[config.mk]
export PLATFORM = sky130hd
export DESIGN_NAME = byte_order_serializer
export DESIGN_NICKNAME = d
export VERILOG_FILES = /design/src/rtl/bos_pkg.sv /design/src/rtl/bos_mode_ctrl.sv /design/src/rtl/bos_word_buf.sv /design/src/rtl/bos_lane_sel.sv /design/src/rtl/byte_order_serializer.sv
export SDC_FILE = /design/constraint.sdc
export NUM_CORES = 1
export LEC_CHECK = 0
export ABC_CLOCK_PERIOD_IN_PS = 14930
export BUFFER_PORTS_ARGS = -buffer_cell sky130_fd_sc_hd__buf_2
export CORE_MARGIN = 2
export CORE_UTILIZATION = 25
export CTS_BUF_LIST = sky130_fd_sc_hd__clkbuf_8
export DETAILED_ROUTE_END_ITERATION = 12
export GPL_ROUTABILITY_DRIVEN = 0
export GPL_TIMING_DRIVEN = 0
export PLACE_DENSITY = 0.49
export SLEW_MARGIN = 20
export SYNTH_ARGS = -nofsm -noshare
export SYNTH_HDL_FRONTEND = slang
export SYNTH_SLANG_ARGS = --single-unit
[constraint.sdc]
create_clock -name clk -period 14.93 [get_ports clk]
set_input_delay 1.493 -clock clk [delete_from_list [all_inputs] [get_ports clk]]
set_output_delay 1.493 -clock clk [all_outputs]
set_load 0.02 [all_outputs]
[src/rtl/bos_pkg.sv]
package bos_pkg;
  typedef enum logic [1:0] {
    ORD_BE    = 2'd0,
    ORD_SWAP  = 2'd1,
    ORD_MUNGE = 2'd2
  } ord_e;
endpackage

[src/rtl/bos_mode_ctrl.sv]
// Frame-boundary sampling of the ordering mode and the port-size check.
module bos_mode_ctrl
  import bos_pkg::*;
(
  input  logic       clk,
  input  logic       rst_n,
  input  logic       frame_start,
  input  logic [1:0] mode_sel,
  input  logic       port_is_32,
  output ord_e       ord_use,
  output logic       cfg_err
);
  ord_e ord_q, ord_d, ord_new;
  logic err_q, err_d, err_new;

  always_comb begin
    if (mode_sel[1])       ord_new = ORD_BE;
    else if (mode_sel[0])  ord_new = ORD_MUNGE;
    else if (port_is_32)   ord_new = ORD_SWAP;
    else                   ord_new = ORD_BE;
    err_new = (mode_sel == 2'b00) && !port_is_32;
    ord_d   = frame_start ? ord_new : ord_q;
    err_d   = frame_start ? err_new : err_q;
  end

  always_ff @(posedge clk or negedge rst_n) begin
    if (!rst_n) begin
      ord_q <= ORD_BE;
      err_q <= 1'b0;
    end else begin
      ord_q <= ord_d;
      err_q <= err_d;
    end
  end

  assign ord_use = ord_d;
  assign cfg_err = err_q;
endmodule

[src/rtl/bos_word_buf.sv]
// Holds one double word and walks a byte index through it.
module bos_word_buf
  import bos_pkg::*;
#(
  parameter int BYTE_W = 8,
  parameter int LANES  = 8
) (
  input  logic                    clk,
  input  logic                    rst_n,
  input  logic                    load,
  input  logic [BYTE_W*LANES-1:0] ld_data,
  input  logic [$clog2(LANES)-1:0] ld_last,
  input  logic                    ld_sof,
  input  logic                    ld_eof,
  input  ord_e                    ld_ord,
  input  logic                    take,
  output logic                    busy,
  output logic [BYTE_W*LANES-1:0] data,
  output ord_e                    ord,
  output logic [$clog2(LANES)-1:0] idx,
  output logic                    sof,
  output logic                    eof,
  output logic                    at_last
);
  localparam int IDX_W = $clog2(LANES);

  logic             busy_q, busy_d;
  logic [IDX_W-1:0] idx_q, idx_d;
  logic [IDX_W-1:0] last_q;

  assign at_last = (idx_q == last_q);

  always_comb begin
    busy_d = busy_q;
    idx_d  = idx_q;
    if (load) begin
      busy_d = 1'b1;
      idx_d  = '0;
    end else if (take) begin
      if (at_last) busy_d = 1'b0;
      else         idx_d  = idx_q + IDX_W'(1);
    end
  end

  always_ff @(posedge clk or negedge rst_n) begin
    if (!rst_n) begin
      busy_q <= 1'b0;
      idx_q  <= '0;
    end else begin
      busy_q <= busy_d;
      idx_q  <= idx_d;
    end
  end

  // Payload registers: enable only, no reset needed.
  always_ff @(posedge clk) begin
    if (load) begin
      data   <= ld_data;
      last_q <= ld_last;
      sof    <= ld_sof;
      eof    <= ld_eof;
      ord    <= ld_ord;
    end
  end

  assign busy = busy_q;
  assign idx  = idx_q;
endmodule

[src/rtl/bos_lane_sel.sv]
// Maps an emission step to a byte lane for the active order.
module bos_lane_sel
  import bos_pkg::*;
#(
  parameter int BYTE_W = 8,
  parameter int LANES  = 8
) (
  input  logic [BYTE_W*LANES-1:0]  data,
  input  ord_e                     ord,
  input  logic [$clog2(LANES)-1:0] idx,
  output logic [BYTE_W-1:0]        byte_out
);
  localparam int IDX_W = $clog2(LANES);
  localparam int HALF  = LANES / 2;

  logic [BYTE_W-1:0] lanes [LANES];
  logic [IDX_W-1:0]  sel;

  for (genvar g = 0; g < LANES; g++) begin : g_lane
    assign lanes[g] = data[g*BYTE_W +: BYTE_W];
  end

  always_comb begin
    unique case (ord)
      ORD_SWAP:  sel = idx ^ IDX_W'(HALF);
      ORD_MUNGE: sel = idx;
      default:   sel = IDX_W'(LANES - 1) - idx;
    endcase
  end

  assign byte_out = lanes[sel];
endmodule

[src/rtl/byte_order_serializer.sv]
module byte_order_serializer
  import bos_pkg::*;
#(
  parameter int BYTE_W = 8,
  parameter int LANES  = 8
) (
  input  logic                          clk,
  input  logic                          rst_n,
  input  logic                          in_valid,
  output logic                          in_ready,
  input  logic [BYTE_W*LANES-1:0]       in_data,
  input  logic                          in_sof,
  input  logic                          in_eof,
  input  logic [$clog2(LANES+1)-1:0]    in_nbytes,
  input  logic [1:0]                    mode_sel,
  input  logic                          port_is_32,
  output logic                          out_valid,
  input  logic                          out_ready,
  output logic [BYTE_W-1:0]             out_byte,
  output logic                          out_sof,
  output logic                          out_eof,
  output logic                          cfg_err
);
  localparam int DATA_W = BYTE_W * LANES;
  localparam int IDX_W  = $clog2(LANES);
  localparam int CNT_W  = $clog2(LANES + 1);

  logic              accept, take, busy, sof_q, eof_q, at_last;
  logic [CNT_W-1:0]  cnt_eff;
  logic [IDX_W-1:0]  last_idx, idx_q;
  logic [DATA_W-1:0] data_q;
  ord_e              ord_use, ord_q;

  assign in_ready = !busy;
  assign accept   = in_valid && in_ready;
  assign take     = out_valid && out_ready;

  always_comb begin
    if (!in_eof || in_nbytes == '0 || in_nbytes > CNT_W'(LANES))
      cnt_eff = CNT_W'(LANES);
    else
      cnt_eff = in_nbytes;
    last_idx = IDX_W'(cnt_eff - CNT_W'(1));
  end

  bos_mode_ctrl u_mode (
    .clk         (clk),
    .rst_n       (rst_n),
    .frame_start (accept && in_sof),
    .mode_sel    (mode_sel),
    .port_is_32  (port_is_32),
    .ord_use     (ord_use),
    .cfg_err     (cfg_err)
  );

  bos_word_buf #(.BYTE_W(BYTE_W), .LANES(LANES)) u_buf (
    .clk     (clk),
    .rst_n   (rst_n),
    .load    (accept),
    .ld_data (in_data),
    .ld_last (last_idx),
    .ld_sof  (in_sof),
    .ld_eof  (in_eof),
    .ld_ord  (ord_use),
    .take    (take),
    .busy    (busy),
    .data    (data_q),
    .ord     (ord_q),
    .idx     (idx_q),
    .sof     (sof_q),
    .eof     (eof_q),
    .at_last (at_last)
  );

  bos_lane_sel #(.BYTE_W(BYTE_W), .LANES(LANES)) u_sel (
    .data     (data_q),
    .ord      (ord_q),
    .idx      (idx_q),
    .byte_out (out_byte)
  );

  assign out_valid = busy;
  assign out_sof   = busy && sof_q && (idx_q == '0);
  assign out_eof   = busy && eof_q && at_last;
endmodule

==> summary.md <==
| Metric | Value |
|---|---|
| Io pins | `90` |
| Worst-Margin Slew | `1070 ps` |
| Routed len/inst | `15.7 um` |
| Core area | `between 10,000 and 15,000 um^2` |
| Pre-antenna DRT Iters | `4` |
| Top_reg_cell synth | `edfxtp_1` |
| Most frequent cell after synthesis | `edfxtp_1` |
| Clk Latency, worst-skew pair | `370 ps` |
| Via density per instance | `4.53` |
| Overflow after GRT | `0` |
| Die Y | `around 120 um` |
| Worst hold slack | `479 ps` |
| Peak VDD IR | `between 0.05 and 0.06 mV` |
| Highest clock rate | `221 MHz` |
| Max-slew headroom | `0.281` |
| Slew Limit Fails | `0` |
| RSZ-0062 raised after global routing | `false` |
| Hpwl dp | `around 6400 um` |
| Sink Count | `~80` |
| CTS Hold Bufs | `0` |
| Syn Area/Cell | `between 10 and 15 um^2` |
| Crit path DAT | `3020 ps` |
| Slowest-stage cell, CP | `a31oi_1` |
| Critical path type | `reg2out` |
| Pwr/cell area | `176 nW/um^2` |
| Startpoint class of the critical path | `flop` |
| Required time worst endpoint | `between 10,000 and 15,000 ps` |
| Multi-input gate area | `1220 um^2` |
| Post-CTS sizing | `0` |
| Share of cells above drive strength 1 | `0.348` |
| Largest net degree at the start of global routing | `29` |
| Initial antenna violation count | `0` |
| Clk_skew | `11.6 ps` |
| Fillers | `1,445` |
| Mapped Cells | `approximately 280` |
| H-tree depth | `3` |
| Num CTS Buffers | `9` |
| Clk slew on worst S/H paths | `80 ps` |
| DRC marker count from the first detailed-route iteration | `91` |
| Post-Route WL | `8900 um` |
| First-pass GRT wire length | `13,900 um` |
| Outcome | `completed` |
| Initial core utilization | `0.253` |
| # Max-Cap Violations | `0` |
| Top delay family on crit path | `compound AO/OA/AOI/OAI gates` |
| NumNets Final | `459` |
| Post-synthesis cell area | `roughly 3600 um^2` |
| Cell Chain, Critical Path | `ha_1 -> clkbuf_1 -> a21oi_1 -> a31oi_1 -> o221ai_1 -> buf_2` |
| Post-synth EDFFs | `~70` |
| Ant diodes | `0` |
| Post-synthesis cell type count | `38` |
| Leak | `1.83 nW` |
| Synth Net Count | `357` |
| Via count | `2,562` |
| Post-CTS Setup Inserts | `0` |
| Post-synthesis sequential area ratio | `0.634` |
| Fin crit share | `0.303` |
| Clock period minus worst slack | `4520 ps` |
| Worst path buffer plus inverter count | `2` |
| Max stage delay on crit path | `800 ps` |
| Share of the synthesized area in the top cell type | `0.586` |
| Area delta synth->final | `25.3%` |
| Maximum clock path buffer count | `2` |
| Register Area | `2310 um^2` |
| Final setup fails | `0` |
| Top cells by count, synth | `71 x edfxtp_1, 29 x nor2_1, 17 x mux2i_1` |
| Sum Neg Setup Slack | `0 ps` |
| Root buf cell | `clkbuf_8` |
| Top cells by area, synth | `edfxtp_1 59%, dfrtp_1 4.8%, mux2i_1 4.7%` |
| Worst Path Max Fanout | `10` |
| Critical Path Sink Type | `output port` |
| Yosys top cell by area | `edfxtp_1` |
| Total GRT Usage | `0.118` |
| Die X | `around 120 um` |
| YS warnings | `0` |
| Final Hold Viols | `0` |
| Class of the tightest hold or removal check | `reg2reg` |
| Final ANT Viol Nets | `0` |
| DRC viols | `0` |
| Die area | `roughly 16,000 um^2` |
| Post-synthesis register bit count | `78` |
| Row count | `44` |
| Vias in the first global route | `2,601` |
| CTS tree | `done` |
| Asr flop ratio synth | `0.0897` |
| Port Buffers | `89` |
==> report_power, final <==
| part | internal, mW | switching, mW | total (mW) |
|---|---|---|---|
| clock network | 0.0779 | 0.0839 | 0.162 |
| registers | 0.277 | 0.0136 | 0.291 |
| logic | 0.144 | 0.208 | 0.351 |
==> worst min-delay path, stage by stage (launching register included) <==
cell	delay (ps)
dfrtp_1	340
nand2_1	50
o41ai_1	60
==> registers in the layout (all words and copies together), names as in the netlist <==
name            flops
u_buf.busy          1
u_buf.ord           2
u_mode.ord_q        2
u_buf.sof           1
u_mode.cfg_err      1
u_buf.idx           3
u_buf.last_q        3
u_buf.eof           1
u_buf.data         64
==> final cells by class <==
cell class | instances | area share
Buffer | 12 | 0.0159
Clock buffer | 9 | 0.0271
Clock inverter | 7 | 0.0154
Inverter | 15 | 0.0123
Multi-Input combinational cell | 170 | 0.267
Sequential cell | 78 | 0.506
Tap cell | 184 | 0.0505
Timing Repair Buffer | 91 | 0.106
==> kinds of logic (layout without fill, tap and decap cells) <==
logic type / Yosys count / in the layout / share of synthesized area
buffers and inverters: 27 / 134 / 0.0354
flip-flops: 78 / 78 / 0.634
multiplexers: 17 / 17 / 0.0467
XOR/XNOR: 6 / 6 / 0.0144
AO/OA/AOI/OAI: 72 / 72 / 0.162
AND/OR/NAND/NOR: 70 / 70 / 0.0911
adder cells (fa/ha/maj): 5 / 5 / 0.0172
==> stage by stage <==
stage | instance area (um^2) | instances | worst slack, ps | util | power [mW]
after global placement | 4320 | 548 | 7140 | 0.300 | 0.646
after floorplan | 3640 | 275 | 9080 | - | 0.543
after detailed placement | 4360 | 550 | 10690 | 0.304 | 0.652
after global routing | 4560 | 566 | 10230 | 0.318 | 0.858
after CTS | 4560 | 566 | 10260 | 0.317 | 0.817
final | 4560 | 566 | 10410 | 0.318 | 0.804
==> cells in the final DEF, fill, tap and decap left out, drive strengths merged, types with 2 or more instances in the layout <==
cell,n
a211o,8
dfrtp,7
nand2,12
inv,17
xnor2,2
buf,96
edfxtp,71
and3,2
nor3,2
o21ai,3
nor2b,3
mux2i,17
nor2,29
xor2,4
o22ai,8
or2,8
o221ai,8
a21o,2
o21ba,9
o22a,8
ha,5
clkbuf,16
nand2b,10
or3,3
a221o,8
a31oi,2
a21oi,12
clkinv,4
==> routing by layer <==
layer / global-route usage / wire [um] / vias up / part of all wire
met1: 0.142 / 3990 / 1248 / 0.45
met3: 0.0339 / 334 / 13 / 0.038
li1: - / - / 1249 / -
met4: 0.0476 / 155 / 0 / 0.017
met5: 0 / 0 / - / 0
met2: 0.198 / 4420 / 52 / 0.50
==> path summary, 6_finish.rpt <==
kind	startpoint	endpoint	slack, ps	cells past startpoint
setup / recovery	u_buf.ord[1]	out_byte[0]	10410	6
hold / removal	u_mode.cfg_err	u_mode.cfg_err	480	2
setup reg to reg	u_buf.busy	u_buf.ord[1]	13140	4
hold reg to reg	u_mode.cfg_err	u_mode.cfg_err	480	2
max in group asynchronous	rst_n	u_buf.idx[2]	13830	1
min in group asynchronous	rst_n	u_buf.idx[0]	940	1
Note: power is estimated with default switching activity, not from simulation.
